===== src/rtl/irq_prio_pkg.sv =====
package irq_prio_pkg;

    localparam int unsigned PRIO_W = 8;
    localparam int unsigned RUN_W  = PRIO_W + 1;
    localparam int unsigned ID_W   = 10;

    localparam logic [ID_W-1:0]  SPURIOUS_ID = 10'd1023;
    localparam logic [RUN_W-1:0] IDLE_PRIO   = 9'h100;

    typedef struct packed {
        logic              vld;
        logic [PRIO_W-1:0] prio;
        logic [ID_W-1:0]   id;
    } cand_t;

endpackage


===== src/rtl/irq_prio_tree.sv =====
module irq_prio_tree
    import irq_prio_pkg::*;
#(
    parameter int unsigned N = 64
) (
    input  logic [N-1:0]        cand_i,
    input  logic [N*PRIO_W-1:0] prio_i,
    output logic [RUN_W-1:0]    best_prio_o,
    output logic [ID_W-1:0]     best_id_o
);

    localparam int unsigned LEAVES = 1 << $clog2(N);
    localparam int unsigned NODES  = 2 * LEAVES - 1;

    // Heap-ordered tree: the left child always covers the lower IDs,
    // so keeping the left side on equal priority gives the lower ID.
    function automatic cand_t search(input logic [N-1:0] v,
                                     input logic [N*PRIO_W-1:0] p);
        cand_t node [NODES];
        cand_t a;
        cand_t b;
        for (int i = 0; i < int'(LEAVES); i++) begin
            if (i < int'(N)) begin
                node[LEAVES-1+i].vld  = v[i];
                node[LEAVES-1+i].prio = p[i*PRIO_W +: PRIO_W];
            end else begin
                node[LEAVES-1+i].vld  = 1'b0;
                node[LEAVES-1+i].prio = '1;
            end
            node[LEAVES-1+i].id = ID_W'(i);
        end
        for (int k = int'(LEAVES) - 2; k >= 0; k--) begin
            a = node[2*k+1];
            b = node[2*k+2];
            if (a.vld && (!b.vld || a.prio <= b.prio)) begin
                node[k] = a;
            end else if (b.vld) begin
                node[k] = b;
            end else begin
                node[k] = a;
            end
        end
        return node[0];
    endfunction

    cand_t root;

    always_comb begin
        root = search(cand_i, prio_i);
        if (root.vld) begin
            best_prio_o = {1'b0, root.prio};
            best_id_o   = root.id;
        end else begin
            best_prio_o = IDLE_PRIO;
            best_id_o   = SPURIOUS_ID;
        end
    end

endmodule


===== src/rtl/irq_prio_gate.sv =====
module irq_prio_gate
    import irq_prio_pkg::*;
(
    input  logic              dist_en_i,
    input  logic              cpu_en_i,
    input  logic [RUN_W-1:0]  best_prio_i,
    input  logic [ID_W-1:0]   best_id_i,
    input  logic [PRIO_W-1:0] mask_i,
    input  logic [RUN_W-1:0]  run_prio_i,
    output logic              req_o,
    output logic [ID_W-1:0]   id_o
);

    logic open;
    logic recorded;

    always_comb begin
        open     = dist_en_i && cpu_en_i;
        // Stage one: inclusive compare against the mask.
        // An empty search yields 0x100, which no 8-bit mask admits.
        recorded = open && (best_prio_i <= {1'b0, mask_i});
        id_o     = recorded ? best_id_i : SPURIOUS_ID;
        // Stage two: strict compare against the running priority.
        req_o    = recorded && (best_prio_i < run_prio_i);
    end

endmodule


===== src/rtl/irq_prio_select.sv =====
module irq_prio_select
    import irq_prio_pkg::*;
#(
    parameter int unsigned NUM_CPU    = 2,
    parameter int unsigned NUM_IRQ    = 64,
    parameter int unsigned NUM_BANKED = 32
) (
    input  logic                                     clk_i,
    input  logic                                     rst_ni,
    input  logic                                     dist_en_i,
    input  logic [NUM_CPU-1:0]                       cpu_en_i,
    input  logic [NUM_CPU*NUM_IRQ-1:0]               en_i,
    input  logic [NUM_CPU*NUM_IRQ-1:0]               pend_i,
    input  logic [NUM_CPU*NUM_BANKED*PRIO_W-1:0]     prio_bank_i,
    input  logic [(NUM_IRQ-NUM_BANKED)*PRIO_W-1:0]   prio_shared_i,
    input  logic [NUM_CPU*PRIO_W-1:0]                mask_i,
    input  logic [NUM_CPU*RUN_W-1:0]                 run_prio_i,
    output logic [NUM_CPU-1:0]                       irq_o,
    output logic [NUM_CPU*ID_W-1:0]                  hppi_o
);

    localparam int unsigned NUM_SHARED = NUM_IRQ - NUM_BANKED;

    typedef struct packed {
        logic [NUM_CPU-1:0]           req;
        logic [NUM_CPU-1:0][ID_W-1:0] id;
    } sel_state_t;

    sel_state_t state_d, state_q;

    logic [NUM_CPU-1:0]           req_w;
    logic [NUM_CPU-1:0][ID_W-1:0] id_w;

    for (genvar c = 0; c < NUM_CPU; c++) begin : g_cpu
        logic [NUM_IRQ-1:0]        cand;
        logic [NUM_IRQ*PRIO_W-1:0] prio_vec;
        logic [RUN_W-1:0]          best_prio;
        logic [ID_W-1:0]           best_id;

        assign cand = en_i[c*NUM_IRQ +: NUM_IRQ] & pend_i[c*NUM_IRQ +: NUM_IRQ];

        for (genvar i = 0; i < NUM_BANKED; i++) begin : g_bank
            assign prio_vec[i*PRIO_W +: PRIO_W] =
                prio_bank_i[(c*NUM_BANKED+i)*PRIO_W +: PRIO_W];
        end
        for (genvar j = 0; j < NUM_SHARED; j++) begin : g_shared
            assign prio_vec[(NUM_BANKED+j)*PRIO_W +: PRIO_W] =
                prio_shared_i[j*PRIO_W +: PRIO_W];
        end

        irq_prio_tree #(.N(NUM_IRQ)) u_tree (
            .cand_i      (cand),
            .prio_i      (prio_vec),
            .best_prio_o (best_prio),
            .best_id_o   (best_id)
        );

        irq_prio_gate u_gate (
            .dist_en_i   (dist_en_i),
            .cpu_en_i    (cpu_en_i[c]),
            .best_prio_i (best_prio),
            .best_id_i   (best_id),
            .mask_i      (mask_i[c*PRIO_W +: PRIO_W]),
            .run_prio_i  (run_prio_i[c*RUN_W +: RUN_W]),
            .req_o       (req_w[c]),
            .id_o        (id_w[c])
        );
    end

    always_comb begin
        state_d = state_q;
        for (int c = 0; c < int'(NUM_CPU); c++) begin
            state_d.req[c] = req_w[c];
            state_d.id[c]  = id_w[c];
        end
    end

    always_ff @(posedge clk_i or negedge rst_ni) begin
        if (!rst_ni) begin
            state_q.req <= '0;
            state_q.id  <= {NUM_CPU{SPURIOUS_ID}};
        end else begin
            state_q <= state_d;
        end
    end

    assign irq_o  = state_q.req;
    assign hppi_o = state_q.id;

endmodule


===== config.mk =====
export PLATFORM = sky130hd
export DESIGN_NAME = irq_prio_select
export DESIGN_NICKNAME = d
export VERILOG_FILES = /design/src/rtl/irq_prio_pkg.sv /design/src/rtl/irq_prio_tree.sv /design/src/rtl/irq_prio_gate.sv /design/src/rtl/irq_prio_select.sv
export SDC_FILE = /design/constraint.sdc
export NUM_CORES = 2
export LEC_CHECK = 0
export ABC_AREA = 1
export BUFFER_PORTS_ARGS = -buffer_cell sky130_fd_sc_hd__buf_4
export CORE_MARGIN = 3
export CORE_UTILIZATION = 26
export CTS_CLUSTER_SIZE = 28
export DETAILED_ROUTE_END_ITERATION = 10
export SETUP_SLACK_MARGIN = 0.15
export SYNTH_ARGS = -nofsm -noshare
export SYNTH_HDL_FRONTEND = slang
export SYNTH_SLANG_ARGS = --single-unit

===== constraint.sdc =====
create_clock -name clk_i -period 0.92 [get_ports clk_i]
set_clock_uncertainty 0.05 [all_clocks]
set_input_delay 0.184 -clock clk_i [delete_from_list [all_inputs] [get_ports clk_i]]
set_output_delay 0.184 -clock clk_i [all_outputs]
set_load 0.05 [all_outputs]

==> flow_summary.html <==
<table>
<tr><th>Metric</th><th>Value</th></tr>
<tr><th colspan="2">GRT</th></tr>
<tr><td>Antenna violations before repair</td><td>45</td></tr>
<tr><td>First-pass GRT wire length</td><td>371 mm</td></tr>
<tr><td>Overflow left after global routing</td><td>0</td></tr>
<tr><td>Global-route total usage across every layer</td><td>0.274</td></tr>
<tr><td>Number of global-route vias before repair</td><td>65.1k</td></tr>
<tr><td>Pin count of the biggest net entering global routing</td><td>20</td></tr>
<tr><th colspan="2">Finish</th></tr>
<tr><td>Layout overhead on the synthesized area</td><td>92.7%</td></tr>
<tr><td>Most common library cell in the layout ignoring fill and taps</td><td>sky130_fd_sc_hd__buf_4</td></tr>
<tr><td>Total of fill cells in the finished design</td><td>16.7k</td></tr>
<tr><td>Fin util</td><td>0.507</td></tr>
<tr><td>Fraction of layout instances using a drive strength above 1</td><td>0.502</td></tr>
<tr><td>Final nets</td><td>between 10k and 15k</td></tr>
<tr><td>Final Non-Filler Cells</td><td>approximately 14k</td></tr>
<tr><td>Commonest cells after routing, fill and taps aside</td><td>sky130_fd_sc_hd__buf_4 (4012), sky130_fd_sc_hd__nand2_1 (2168), sky130_fd_sc_hd__inv_1 (1227)</td></tr>
<tr><th colspan="2">Placement</th></tr>
<tr><td>Placed cell count</td><td>between 10k and 15k</td></tr>
<tr><td>Post-DP HPWL</td><td>226 mm</td></tr>
<tr><td>PortBufs</td><td>between 1k and 1.5k</td></tr>
<tr><td>Routability-driven placement congestion ratio</td><td>a little over 1</td></tr>
<tr><th colspan="2">STA</th></tr>
<tr><td>Period utilisation layout</td><td>11.1</td></tr>
<tr><td>Headroom to the max-slew limit</td><td>0.636</td></tr>
<tr><td>Max Clk Rate</td><td>97.6 MHz</td></tr>
<tr><td>RSZ-0062 raised after global routing</td><td>yes</td></tr>
<tr><td>Slew of the pin with the lowest slew margin</td><td>0.541 ns</td></tr>
<tr><td>Final Max Tran Viols</td><td>0</td></tr>
<tr><td>Setup ws final</td><td>-9.33 ns</td></tr>
<tr><td>Final Hold Vio Count</td><td>0</td></tr>
<tr><td>Setup TNS</td><td>-152.95 ns</td></tr>
<tr><td>Period minus WS final</td><td>10.25 ns</td></tr>
<tr><td>Number of setup violations in the final report</td><td>38</td></tr>
<tr><th colspan="2">Logic synthesis</th></tr>
<tr><td>Synthesized netlist net count</td><td>roughly 9.7k</td></tr>
<tr><td>Leading cell types by total area after synthesis</td><td>sky130_fd_sc_hd__ha_1 (26%), sky130_fd_sc_hd__nand2_1 (21%), sky130_fd_sc_hd__inv_1 (11%), sky130_fd_sc_hd__nand3_1 (7.4%), sky130_fd_sc_hd__o21ai_2 (4.1%)</td></tr>
<tr><td>Post-synthesis sequential area ratio</td><td>0.00945</td></tr>
<tr><td>Yosys warning total</td><td>0</td></tr>
<tr><td>Yosys cell types</td><td>60</td></tr>
<tr><td>Synthesized cell area</td><td>0.0442 mm²</td></tr>
<tr><td>FF+latch count, synth</td><td>16</td></tr>
<tr><td>Share of Yosys cell area claimed by the top area cell type</td><td>0.258</td></tr>
<tr><td>Mean post-synth cell area</td><td>5.74 µm²</td></tr>
<tr><td>Number of standard cells after synthesis</td><td>around 7.7k</td></tr>
<tr><td>Top_reg_cell synth</td><td>sky130_fd_sc_hd__dfstp_2</td></tr>
<tr><td>Number of flops mapped to enable cells by yosys</td><td>0</td></tr>
<tr><td>Most area-hungry cell type in the Yosys netlist</td><td>sky130_fd_sc_hd__ha_1</td></tr>
<tr><td>Share of synthesized registers carrying an async set or reset</td><td>1.00</td></tr>
<tr><th colspan="2">Route</th></tr>
<tr><td>DRC violation total after the first TritonRoute iteration</td><td>3141</td></tr>
<tr><td>Post-route DRC</td><td>0</td></tr>
<tr><td>Via count of the routed design</td><td>66.0k</td></tr>
<tr><td>Length of the first detailed-routing pass in iterations</td><td>6</td></tr>
<tr><td>Residual antenna-violating net count after detailed routing</td><td>0</td></tr>
<tr><td>Number of vias per cell after detailed routing</td><td>4.71</td></tr>
<tr><td>Detailed-route wire length</td><td>258 mm</td></tr>
<tr><td>Avg WL per Cell</td><td>approximately 18 µm</td></tr>
<tr><th colspan="2">Critical path</th></tr>
<tr><td>Critical Path End Type</td><td>flip-flop</td></tr>
<tr><td>Worst endpoint data arrival time</td><td>about 10 ns</td></tr>
<tr><td>Critical-path cell with the highest stage delay</td><td>sky130_fd_sc_hd__ha_1</td></tr>
<tr><td>Kind of critical path</td><td>primary input to flip-flop</td></tr>
<tr><td>Worst-path maximum fanout</td><td>8</td></tr>
<tr><td>Worst path required time</td><td>1.08 ns</td></tr>
<tr><td>Critical path's largest stage delay</td><td>0.30 ns</td></tr>
<tr><td>Top cell by count, worst path</td><td>sky130_fd_sc_hd__buf_4</td></tr>
<tr><td>Startpoint kind of the worst setup timing path</td><td>primary input</td></tr>
<tr><th colspan="2">Pwr</th></tr>
<tr><td>Cell leakage power</td><td>48.8 nW</td></tr>
<tr><td>Net Sw Power</td><td>94.4 mW</td></tr>
<tr><td>Logic pwr share</td><td>0.987</td></tr>
<tr><td>Internal power consumption</td><td>94.5 mW</td></tr>
<tr><td>Sw Ratio</td><td>0.500</td></tr>
<tr><td>Clock Power Share</td><td>0.005</td></tr>
<tr><td>Peak supply drop</td><td>3.48 mV</td></tr>
<tr><td>Reg power frac</td><td>0.008</td></tr>
<tr><td>Power Density</td><td>2220 mW/mm²</td></tr>
<tr><th colspan="2">Clocking</th></tr>
<tr><td>Clock-pin slew on the worst setup and hold paths</td><td>0.06 ns</td></tr>
<tr><td>TritonCTS clock tree</td><td>yes</td></tr>
<tr><td>Max H-tree Level</td><td>1</td></tr>
<tr><td>Clock Path Buffers</td><td>2</td></tr>
<tr><td>Number of buffers created by CTS</td><td>3</td></tr>
<tr><td>Sink count of the clock tree</td><td>16</td></tr>
<tr><td>Clock Tree Root</td><td>sky130_fd_sc_hd__clkbuf_16</td></tr>
<tr><th colspan="2">Floorplan</th></tr>
<tr><td>Horizontal die dimension</td><td>418 µm</td></tr>
<tr><td>Die ar.</td><td>~0.18 mm²</td></tr>
<tr><td>Cell Rows</td><td>150</td></tr>
<tr><td>Initial core utilization</td><td>0.263</td></tr>
<tr><td>Top-level I/O count</td><td>1085</td></tr>
<tr><td>Core Box Area</td><td>0.168 mm²</td></tr>
<tr><td>Die H</td><td>418 µm</td></tr>
<tr><th colspan="2">Hold path</th></tr>
<tr><td>Hold Path Class</td><td>primary input to flip-flop</td></tr>
<tr><th colspan="2">Outcome</th></tr>
<tr><td>Violations in the final reports</td><td>setup timing</td></tr>
<tr><td>Result of the run</td><td>complete, but fails checks</td></tr>
<tr><th colspan="2">Run</th></tr>
<tr><td>Max-cap check violation count</td><td>0</td></tr>
</table>
## stage by stage
stage	power, mW	hold slack, ns	area (µm²)	worst slack, ns
after global placement	129	0.0802	75400	-10.02
after CTS	164	0.173	80200	-8.95
final	189	0.180	85200	-9.33
after detailed placement	130	0.0814	75400	-10.13
after floorplan	72.0	-0.162	44700	-8.21
after global routing	203	0.172	85200	-9.75
## repair_timing
action,in CTS,in global routing
cloned,24,21
resized for setup,698,814
endpoints found under the hold margin,2,0
hold buffers,1,0
setup buffers,192,121
pin swaps,226,396
endpoints found under the setup margin,38,54
## cell families (layout without fill, tap and decap cells)
| kind of cell | Yosys count | count (layout) | synth area share |
|---|---|---|---|
| adders and majority gates | 912 | 912 | 0.258 |
| muxes | 1 | 1 | 0.000255 |
| and+or+nand+nor | 3912 | 3937 | 0.395 |
| AOI/OAI and AO/OA | 1339 | 1341 | 0.194 |
| DFF | 16 | 16 | 0.00945 |
| buffers and inverters | 1529 | 5576 | 0.142 |
| other | 0 | 26 | 0 |
## final cells by class
class                   count  area (µm²)  area share
diodes                     26        65.1    0.000764
clock buffers               3        75.1    0.000881
inverters                1399        5400      0.0634
multi-input cells        6191       44100       0.517
flip-flops and latches     16         428     0.00502
well taps                2204        2760      0.0324
repair buffers           4164       32300       0.379
repair inverters           10        81.3    0.000955
## Yosys cell counts, types with 11 or more instances
master / n
sky130_fd_sc_hd__nand3_2: 94
sky130_fd_sc_hd__buf_4: 24
sky130_fd_sc_hd__and2_1: 96
sky130_fd_sc_hd__buf_6: 46
sky130_fd_sc_hd__o21ai_0: 267
sky130_fd_sc_hd__o21ai_2: 207
sky130_fd_sc_hd__inv_2: 97
sky130_fd_sc_hd__o211ai_2: 11
sky130_fd_sc_hd__buf_2: 44
sky130_fd_sc_hd__a31oi_1: 20
sky130_fd_sc_hd__nand2_2: 170
sky130_fd_sc_hd__nor2_2: 20
sky130_fd_sc_hd__a21boi_2: 11
sky130_fd_sc_hd__nand3_1: 650
sky130_fd_sc_hd__nor2_1: 263
sky130_fd_sc_hd__nand2_4: 38
sky130_fd_sc_hd__nor3_1: 25
sky130_fd_sc_hd__or2_1: 33
sky130_fd_sc_hd__nand2_1: 2445
sky130_fd_sc_hd__a21o_1: 15
sky130_fd_sc_hd__o21bai_1: 52
sky130_fd_sc_hd__a21oi_2: 13
sky130_fd_sc_hd__o21a_1: 83
sky130_fd_sc_hd__nand4_1: 57
sky130_fd_sc_hd__o21ai_1: 132
sky130_fd_sc_hd__inv_1: 1298
sky130_fd_sc_hd__o211ai_1: 140
sky130_fd_sc_hd__dfstp_2: 14
sky130_fd_sc_hd__a21oi_1: 358
sky130_fd_sc_hd__ha_1: 912
## state kept, by name (all words and copies together), names as in the netlist
signal	flops
hppi_o	14
irq_o	2
## final timing paths
kind                                     from          to  slack (ns)  cells after the start
max in group asynchronous              rst_ni  hppi_o[12]        0.20                      2
hold / removal                  run_prio_i[9]    irq_o[1]        0.18                      3
min in group asynchronous              rst_ni    irq_o[0]        0.34                      2
setup / recovery           prio_shared_i[159]  hppi_o[11]       -9.33                     81
## worst max-delay path, delay by kind of cell
| family | cells | cell delay (ns) |
|---|---|---|
| adder cells (fa/ha/maj) | 3 | 0.77 |
| AO/OA/AOI/OAI | 9 | 1.45 |
| AND/OR/NAND/NOR | 14 | 1.32 |
| buffers and inverters | 55 | 6.69 |
## routing by layer
layer  GRT usage  vias to the layer above  share of wire
li1            -                    33400              -
met1       0.323                    30500           0.41
met2       0.509                     1697           0.50
met3      0.0230                      432          0.043
met4       0.106                       16          0.046
met5           0                        -        0.00047
## power by group through the flow
stage               combinational (mW)  sequential [mW]  clock, mW
floorplan                         70.3             1.70          0
global placement                   127             1.37          0
detailed placement                 128             1.36          0
CTS                                162             1.46      0.989
global route                       201             1.44      0.998
finish                             187             1.44      0.965
(Power assumes the default switching activity.)
